File: src/rtl/opnd2_imm_gen.sv
module opnd2_imm_gen #(
  parameter int XLEN   = 64,
  parameter int RIDX_W = 5,
  parameter int SPR_W  = 10,
  parameter int CTR_ID = 9,
  parameter int LR_ID  = 8
) (
  input  logic [31:0]       insn_i,
  input  logic [3:0]        sel_i,
  output logic [RIDX_W-1:0] reg_idx_o,
  output logic              reg_vld_o,
  output logic [XLEN-1:0]   imm_o,
  output logic              imm_vld_o,
  output logic [SPR_W-1:0]  spr_id_o,
  output logic              spr_vld_o
);
  localparam logic [3:0] S_NONE = 4'd0,  S_REG  = 4'd1,  S_UI   = 4'd2,
                         S_SI   = 4'd3,  S_UIH  = 4'd4,  S_SIH  = 4'd5,
                         S_LI   = 4'd6,  S_BD   = 4'd7,  S_DS   = 4'd8,
                         S_M1   = 4'd9,  S_SH   = 4'd10, S_SH32 = 4'd11,
                         S_SPR  = 4'd12;

  wire [15:0] f_u16  = insn_i[15:0];
  wire [23:0] f_li   = insn_i[25:2];
  wire [13:0] f_bd   = insn_i[15:2];
  wire [4:0]  f_rb   = insn_i[15:11];
  wire        f_sh5  = insn_i[1];
  wire        f_xo9  = insn_i[10];

  always_comb begin
    reg_vld_o = 1'b0;
    reg_idx_o = '0;
    imm_vld_o = 1'b0;
    imm_o     = '0;
    spr_vld_o = 1'b0;
    spr_id_o  = '0;
    case (sel_i)
      S_REG: begin
        reg_vld_o = 1'b1;
        reg_idx_o = RIDX_W'(f_rb);
      end
      S_SPR: begin
        spr_vld_o = 1'b1;
        spr_id_o  = f_xo9 ? SPR_W'(CTR_ID) : SPR_W'(LR_ID);
      end
      S_UI:   begin imm_vld_o = 1'b1; imm_o = {{(XLEN-16){1'b0}}, f_u16}; end
      S_SI:   begin imm_vld_o = 1'b1; imm_o = {{(XLEN-16){f_u16[15]}}, f_u16}; end
      S_UIH:  begin imm_vld_o = 1'b1; imm_o = {{(XLEN-32){1'b0}}, f_u16, 16'h0}; end
      S_SIH:  begin imm_vld_o = 1'b1; imm_o = {{(XLEN-32){f_u16[15]}}, f_u16, 16'h0}; end
      S_LI:   begin imm_vld_o = 1'b1; imm_o = {{(XLEN-26){1'b0}}, f_li, 2'b00}; end
      S_BD, S_DS:
              begin imm_vld_o = 1'b1; imm_o = {{(XLEN-16){1'b0}}, f_bd, 2'b00}; end
      S_M1:   begin imm_vld_o = 1'b1; imm_o = '1; end
      S_SH:   begin imm_vld_o = 1'b1; imm_o = {{(XLEN-6){1'b0}}, f_sh5, f_rb}; end
      S_SH32: begin imm_vld_o = 1'b1; imm_o = {{(XLEN-5){1'b0}}, f_rb}; end
      default: ;
    endcase
  end
endmodule

File: config.mk
export PLATFORM = sky130hd
export DESIGN_NAME = opnd2_imm_gen
export DESIGN_NICKNAME = d
export VERILOG_FILES = /design/src/rtl/opnd2_imm_gen.sv
export SDC_FILE = /design/constraint.sdc
export NUM_CORES = 1
export LEC_CHECK = 0
export BUFFER_PORTS_ARGS = -buffer_cell sky130_fd_sc_hd__buf_2
export CAP_MARGIN = 10
export CORE_ASPECT_RATIO = 0.9
export CORE_MARGIN = 2
export CORE_UTILIZATION = 35
export DETAILED_ROUTE_END_ITERATION = 10
export PLACE_DENSITY = 0.87
export SYNTH_ARGS = -nofsm -noshare
export SYNTH_HDL_FRONTEND = slang
export SYNTH_SLANG_ARGS = --single-unit
File: constraint.sdc
create_clock -name vclk -period 3.3
set_input_delay 0.66 -clock vclk [all_inputs]
set_output_delay 0.66 -clock vclk [all_outputs]
set_load 0.03 [all_outputs]
==> run metrics, run 1 <==
Worst setup SP type input port; pwr dens 215 nW/um2; initial antenna violation count 0; drt pass-1 iters 6; first-pass GRT wire length 3580 um; worst vdd ir 0.110 mV; final WL 2560 um; Reg area 0 um2; CP Max Fanout 18; fin crit period 2.68 ns; Nets 228; largest net degree at the start of global routing 33; post-synth design cell area 982 um2; Die H 54.3 um; Post-route DRC 0; IO Port Bufs 104; Util after Layout 45.0%; Synth Warn # 0; post-DR wirelength/cell 11.6 um; cell row count 18; Die Wd 59.8 um; CP delay by family, top simple AND/OR/NAND/NOR gates; setup bufs post-CTS 0; seq_cells 0; post-route ant nets 0; CLK BUF 0; Critical Path RT 2.64 ns; most used cell, CP buf_2; period utilisation layout 81.2%; critical path class in2out; GRT Total Usage 13.8%; Vias/cell 4.90; hold depth 3; HPWL Detailed 2080 um; die area 3250 um2; Seq/Total Area, Yosys 0%; NetSw 183 uW; worst hold start insn_i[9]; DR vias 1,079; starting density of the core 36.3%; Clk pwr share 0%; DR iter-0 viols 11; switching share of power 69.8%; Final TNS setup 0 ns; Max Slew Vio Count 0; Mapped Cells 125; Crit. End Element primary output; Area Overhead vs Synth 23.8%; most common cell after layout, fill and taps aside buf_2; crit-path max cell delay 0.46 ns; Setup-failing EPs final 0; Sequential Power Share 0%; critical path's slowest cell nor3b_4; RSZ-0062 raised after global routing no; Core Area 2700 um2; most frequent cells in the layout buf_2 (104), a21o_1 (16), a221o_1 (10), conb_1 (8), and2_1 (7); Crit. path cell count 5; Comb pwr share 100.0%; CTS resizes 0; number of buffers and inverters on the critical path 2; crit-path cells buf_2 -> nand2b_4 -> nor3b_4 -> a221o_1 -> buf_2; leakage power 0.862 nW; layout cells sized above 1 61.1%; Final GP Congestion 0.728; final hold viol count 0; Fmax achieved 0.373 GHz; GRT overflow 0; vias in the first global route 831; Hold WC Path Type in2out; P_int 78.9 uW; I/O pins 118; Ant. Diodes 0; Mean Syn Cell Area 7.86 um2; status finished, final reports clean; hold-fix buffers at CTS 0; critical path data arrival time 2.02 ns; Synth cell types 26; Min-Delay Endpoint imm_o[9]; max_cap viols 0
[cells by family (layout without fill, tap and decap cells)]
kind of cell	count (synthesis)	after routing	share of synthesized area (%)
buffers and inverters	49	107	37.6
AOI/OAI and AO/OA	41	41	33.3
and+or+nand+nor	28	28	22.5
muxes	5	5	5.35
other	1	8	0.382
xor gates and xnor gates	1	1	0.892
[power groups by stage]
stage          Sequential, mW  Clock, mW  Combinational [mW]
6_report                    0          0               0.262
5_1_grt                     0          0               0.280
4_1_cts                     0          0               0.262
3_5_place_dp                0          0               0.262
3_3_place_gp                0          0               0.260
2_1_floorplan               0          0               0.226
[area by class of cell]
cell class,instances,area [um2]
Fill cell,278,1490
Inverter,1,3.75
Multi-Input combinational cell,83,639
Tap cell,30,37.5
Timing Repair Buffer,106,536
[layer usage]
metal,wire [um],vias up,part of all wire [%],GRT usage [%]
met1,1050,479,41,17.5
met2,1310,69,51,26.6
met5,0,-,0,0
met3,204,0,8.0,0.236
met4,0,0,0,2.22
li1,-,531,-,-
[cell usage after synthesis]
master,n,area [um2]
a21o_1,16,120
a21oi_1,6,30.0
a21oi_4,1,16.3
a221o_1,10,100
and2_1,7,43.8
buf_2,4,20.0
buf_4,40,300
buf_6,4,45.0
conb_1,1,3.75
inv_1,1,3.75
mux2_2,2,22.5
mux2i_1,3,30.0
nand2_1,3,11.3
nand2b_1,2,12.5
nand2b_4,2,27.5
nand3b_1,2,15.0
nor2b_1,5,31.3
nor3_1,2,10.0
nor3_2,1,10.0
nor3b_2,1,12.5
nor3b_4,2,37.5
nor4bb_1,1,10.0
o21ai_0,6,30.0
o31ai_4,1,21.3
o32ai_1,1,8.76
xnor2_1,1,8.76
[worst max-delay path by stage]
stage | startpoint | to | slack (ns)
floorplan | sel_i[3] | imm_o[33] | 0.31
global placement | sel_i[1] | imm_o[17] | 0.63
detailed placement | sel_i[1] | imm_o[18] | 0.62
CTS | sel_i[1] | imm_o[18] | 0.61
global route | sel_i[1] | imm_o[18] | 0.47
finish | sel_i[1] | imm_o[18] | 0.62
[through the flow]
step	std cells	instance area [um2]	setup slack, ns	hold slack [ns]	total power, mW
floorplan	132	1010	0.315	1.54	0.226
global placement	220	1220	0.627	1.68	0.260
detailed placement	220	1220	0.617	1.69	0.262
CTS	220	1220	0.613	1.69	0.262
global route	220	1220	0.468	1.70	0.280
finish	220	1220	0.622	1.69	0.262
[worst min-delay path, delay by kind of cell]
kind	cells	cell delay, ns
AO/OA/AOI/OAI	1	0.10
buffers and inverters	2	0.27
Note: power is estimated with default switching activity, not from simulation.
==> inputs of run 2 (changes only) <==
Clock period 3.3 ns to 2.8 ns, I/O delays scaled along.
==> run 2 against run 1 <==
- power is 18% higher
- combinational power increased by 18%
- count of clock-buffer cells in the layout stayed put
- via count is 0.37% higher
- first-iteration DRC count did not move
- flip-flop and latch count unchanged
- critical path depth did not move
==> run metrics, run 2 (synthesis gave the netlist of run 1 again) <==
RSZ-0062 raised after global routing no; CTS resizes 0; pwr dens 254 nW/um2; Ant. Diodes 0; Setup-failing EPs final 0; Layout Cells excl Fill 220; GRT Total Usage 14.3%; most frequent cells in the layout buf_2 (104), a21o_1 (16), a221o_1 (10), conb_1 (8), and2_1 (7); drt pass-1 iters 4; fill count 279; post-DR wirelength/cell 11.7 um; Hold WC Path Type in2out; final WL 2580 um; Vias/cell 4.92; Final TNS setup 0 ns; placed cells 220; DR iter-0 viols 11; Worst setup SP type input port; setup bufs post-CTS 0; initial antenna violation count 0; critical path class in2out; Final GP Congestion 0.742; Hold Slack 1.49 ns; Crit. End Element primary output; NetSw 216 uW; period utilisation layout 88.7%; fin crit period 2.48 ns; Placement Cell Area 1220 um2; layout cells sized above 1 61.1%; Sequential Power Share 0%; CP Max Fanout 18; Max Slew Vio Count 0; Die Wd 59.8 um; Nets 228; post-route ant nets 0; starting density of the core 36.3%; P_int 93.0 uW; seq_cells 0; Area Overhead vs Synth 23.8%; final hold viol count 0; die area 3250 um2; switching share of power 69.9%; Critical Path RT 2.24 ns; Fmax achieved 0.403 GHz; Util after Layout 45.0%; CLK BUF 0; hold-fix buffers at CTS 0; largest net degree at the start of global routing 33; HPWL Detailed 2080 um; max_cap viols 0; Reg area 0 um2; Post-route DRC 0; GRT overflow 0; most common cell after layout, fill and taps aside buf_2; cell row count 18; Comb pwr share 100.0%; IO Port Bufs 104; status finished, final reports clean; critical path data arrival time 1.92 ns; worst vdd ir 0.118 mV; vias in the first global route 919; Clk pwr share 0%; Core Area 2700 um2; leakage power 0.862 nW; I/O pins 118; first-pass GRT wire length 3720 um; Die H 54.3 um; DR vias 1,083; final instance area 1220 um2
run 2: layout make-up:
| cell class | count | area (um2) | share of cell area [%] |
|---|---|---|---|
| Multi-Input combinational cell | 83 | 639 | 52.6 |
| Timing Repair Buffer | 106 | 536 | 44.0 |
| Tap cell | 30 | 37.5 | 3.09 |
| Inverter | 1 | 3.75 | 0.309 |
run 2: path summary, 6_finish.rpt:
check                 cells after the start  startpoint  slack, ns         to
worst max-delay path                      5    sel_i[1]       0.32  imm_o[19]
worst min-delay path                      3   insn_i[7]       1.49   imm_o[7]
run 2: power by group through the flow:
stage / Clock (mW) / Sequential (mW) / Combinational (mW)
after CTS: 0 / 0 / 0.309
final: 0 / 0 / 0.309
after detailed placement: 0 / 0 / 0.309
after floorplan: 0 / 0 / 0.266
after global routing: 0 / 0 / 0.330
after global placement: 0 / 0 / 0.306
run 2: stage by stage:
step / worst slack, ns / total power, mW
6_report: 0.317 / 0.309
5_1_grt: 0.150 / 0.330
4_1_cts: 0.305 / 0.309
3_5_place_dp: 0.306 / 0.309
3_3_place_gp: 0.339 / 0.306
2_1_floorplan: 0.0149 / 0.266
run 2: worst max-delay path: stages:
cell and delay (ns):
buf_2 0.35, nand2b_4 0.12, nor3b_4 0.46, a221o_1 0.23
buf_2 0.20
run 2: routing by layer:
metal / part of all wire (%) / wire length, um / track usage (%)
met1: 41 / 1070 / 16.9
met2: 50 / 1290 / 28.4
met3: 7.6 / 196 / 0
met4: 0.93 / 24 / 3.70
met5: 0 / 0 / 0
==> inputs of run 3 (changes only) <==
Settings changed: ABC_AREA set to 1, CORE_UTILIZATION 35 to 34, PLACE_DENSITY 0.87 to 0.88.
==> run 3 against run 2 <==
- non-clock buffer count grew 3
- global-route usage grew 1.4 points
- via count grew 16%
- sequential share of layout area is the same
- flip-flop and latch count is the same
- first-iteration DRC count grew 130%
- utilization grew 2.4 points
- area after synthesis shrank 7.5%
- critical path type unchanged
==> run metrics, run 3 <==
status finished, final reports clean; vias in the first global route 962; layout cells sized above 1 48.8%; RSZ-0062 raised after global routing no; Hold WC Path Type in2out; XOR/XNOR share of the synthesized area 0%; Post-route DRC 0; CP Max Fanout 32; worst vdd ir 0.144 mV; GRT Total Usage 15.7%; hold-fix buffers at CTS 0; Ant. Diodes 0; Crit. End Element primary output; first-pass GRT wire length 3980 um; Die Wd 58.5 um; Critical Path RT 2.24 ns; post-route ant nets 0; post-DR wirelength/cell 10.1 um; fin crit period 2.48 ns; post-synthesis mux area share 0%; Final GP Congestion 0.780; fill count 247; Fmax achieved 0.403 GHz; CTS resizes 0; DR iter-0 viols 25; Synth cell types 17; post-synth design cell area 908 um2; post-synth top area share 34.7%; Overall Power 301 uW; drt pass-1 iters 4; DR WL met3 293 um; die area 3100 um2; Layout Cells excl Fill 268; largest family of logic cells by synthesized area simple AND/OR/NAND/NOR gates; largest net degree at the start of global routing 33; leakage power 0.932 nW; most common cell after layout, fill and taps aside buf_2; cell row count 17; setup bufs post-CTS 0; top sig layer met3; Max Slew Vio Count 0; slew at the pin closest to its max-slew limit 0.568 ns; crit-path cells buf_2 -> inv_2 -> nand2_2 -> inv_2 -> nand2_4 -> and2_1 -> nand2_1 -> buf_4 -> buf_2; Core Area 2490 um2; Util after Layout 47.4%; most frequent cells in the layout buf_2 (104), nand2_1 (45), nand3_1 (28), inv_1 (12), nor2_1 (12); Hold Slack 1.48 ns; Area Overhead vs Synth 29.8%; hold depth 4; Setup-failing EPs final 0; Slew HR 62.2%; GRT overflow 0; I/O pins 118; Synth Warn # 0; critical path data arrival time 1.92 ns; Reg area 0 um2; IO Port Bufs 104; Seq/Total Area, Yosys 0%; biggest area consumer among synthesized cells buf_4; DR vias 1,257; crit-path max cell delay 0.23 ns; critical path's slowest cell buf_2; met1 wire length 1020 um; placed cells 268; max_cap viols 0; Mapped Cells 173; Mean Syn Cell Area 5.25 um2; most used standard cell by instance count after synthesis nand2_1; HPWL Detailed 2190 um; Final TNS setup 0 ns; simple-gate share of the synthesized area 51.8%; final WL 2700 um; CLK BUF 0; synth top area cells buf_4 (35%), nand2_1 (19%), nand3_1 (15%); commonest cells in the netlist nand2_1 (45), buf_4 (42), nand3_1 (28), inv_1 (12), nor2_1 (12); initial antenna violation count 0; pwr dens 255 nW/um2; post-synthesis compound-gate area fraction 3.17%; critical path class in2out; synthesized-area fraction occupied by adder cells 0%; seq_cells 0; starting density of the core 36.5%; Worst setup SP type input port; Nets 278; Die H 53.0 um; met2 wirelength from detailed routing 1380 um; final hold viol count 0; period utilisation layout 88.5%; Vias/cell 4.69
[run 3: worst max-delay path: cells and delay by family]
kind	cells	cell delay, ns
buffers and inverters	5	0.90
AND/OR/NAND/NOR	4	0.44
[run 3: routing by layer]
layer	GRT usage [%]	up-vias
met5	0	-
met4	0.388	0
met3	1.22	0
met2	33.1	79
met1	17.6	541
li1	-	637
[run 3: power breakdown]
group	leakage (nW)	switching (mW)	internal (mW)	total, mW
Sequential	0	0	0	0
Clock	0	0	0	0
Combinational	0.932	0.223	0.0784	0.301
Total	0.932	0.223	0.0784	0.301
[run 3: area by class of cell]
class	count	area, um2	share of cell area, %
multi-input cells	116	529	44.9
inverters	15	56.3	4.78
well taps	28	35.0	2.97
repair buffers	109	558	47.3
[run 3: cells by family (layout without fill, tap and decap cells)]
family,after synthesis,in the layout
other cells,1,8
simple gates,103,103
compound gates,5,5
buf+inv,64,124
[run 3: final timing paths]
check | from | end | slack [ns]
worst min-delay path | insn_i[8] | imm_o[8] | 1.48
worst max-delay path | sel_i[1] | imm_o[44] | 0.32
[run 3: per-stage QoR]
step / setup WS [ns] / cell area, um2
2_1_floorplan: 0.0871 / 935
4_1_cts: 0.307 / 1180
6_report: 0.321 / 1180
5_1_grt: 0.184 / 1180
3_3_place_gp: 0.346 / 1180
3_5_place_dp: 0.308 / 1180
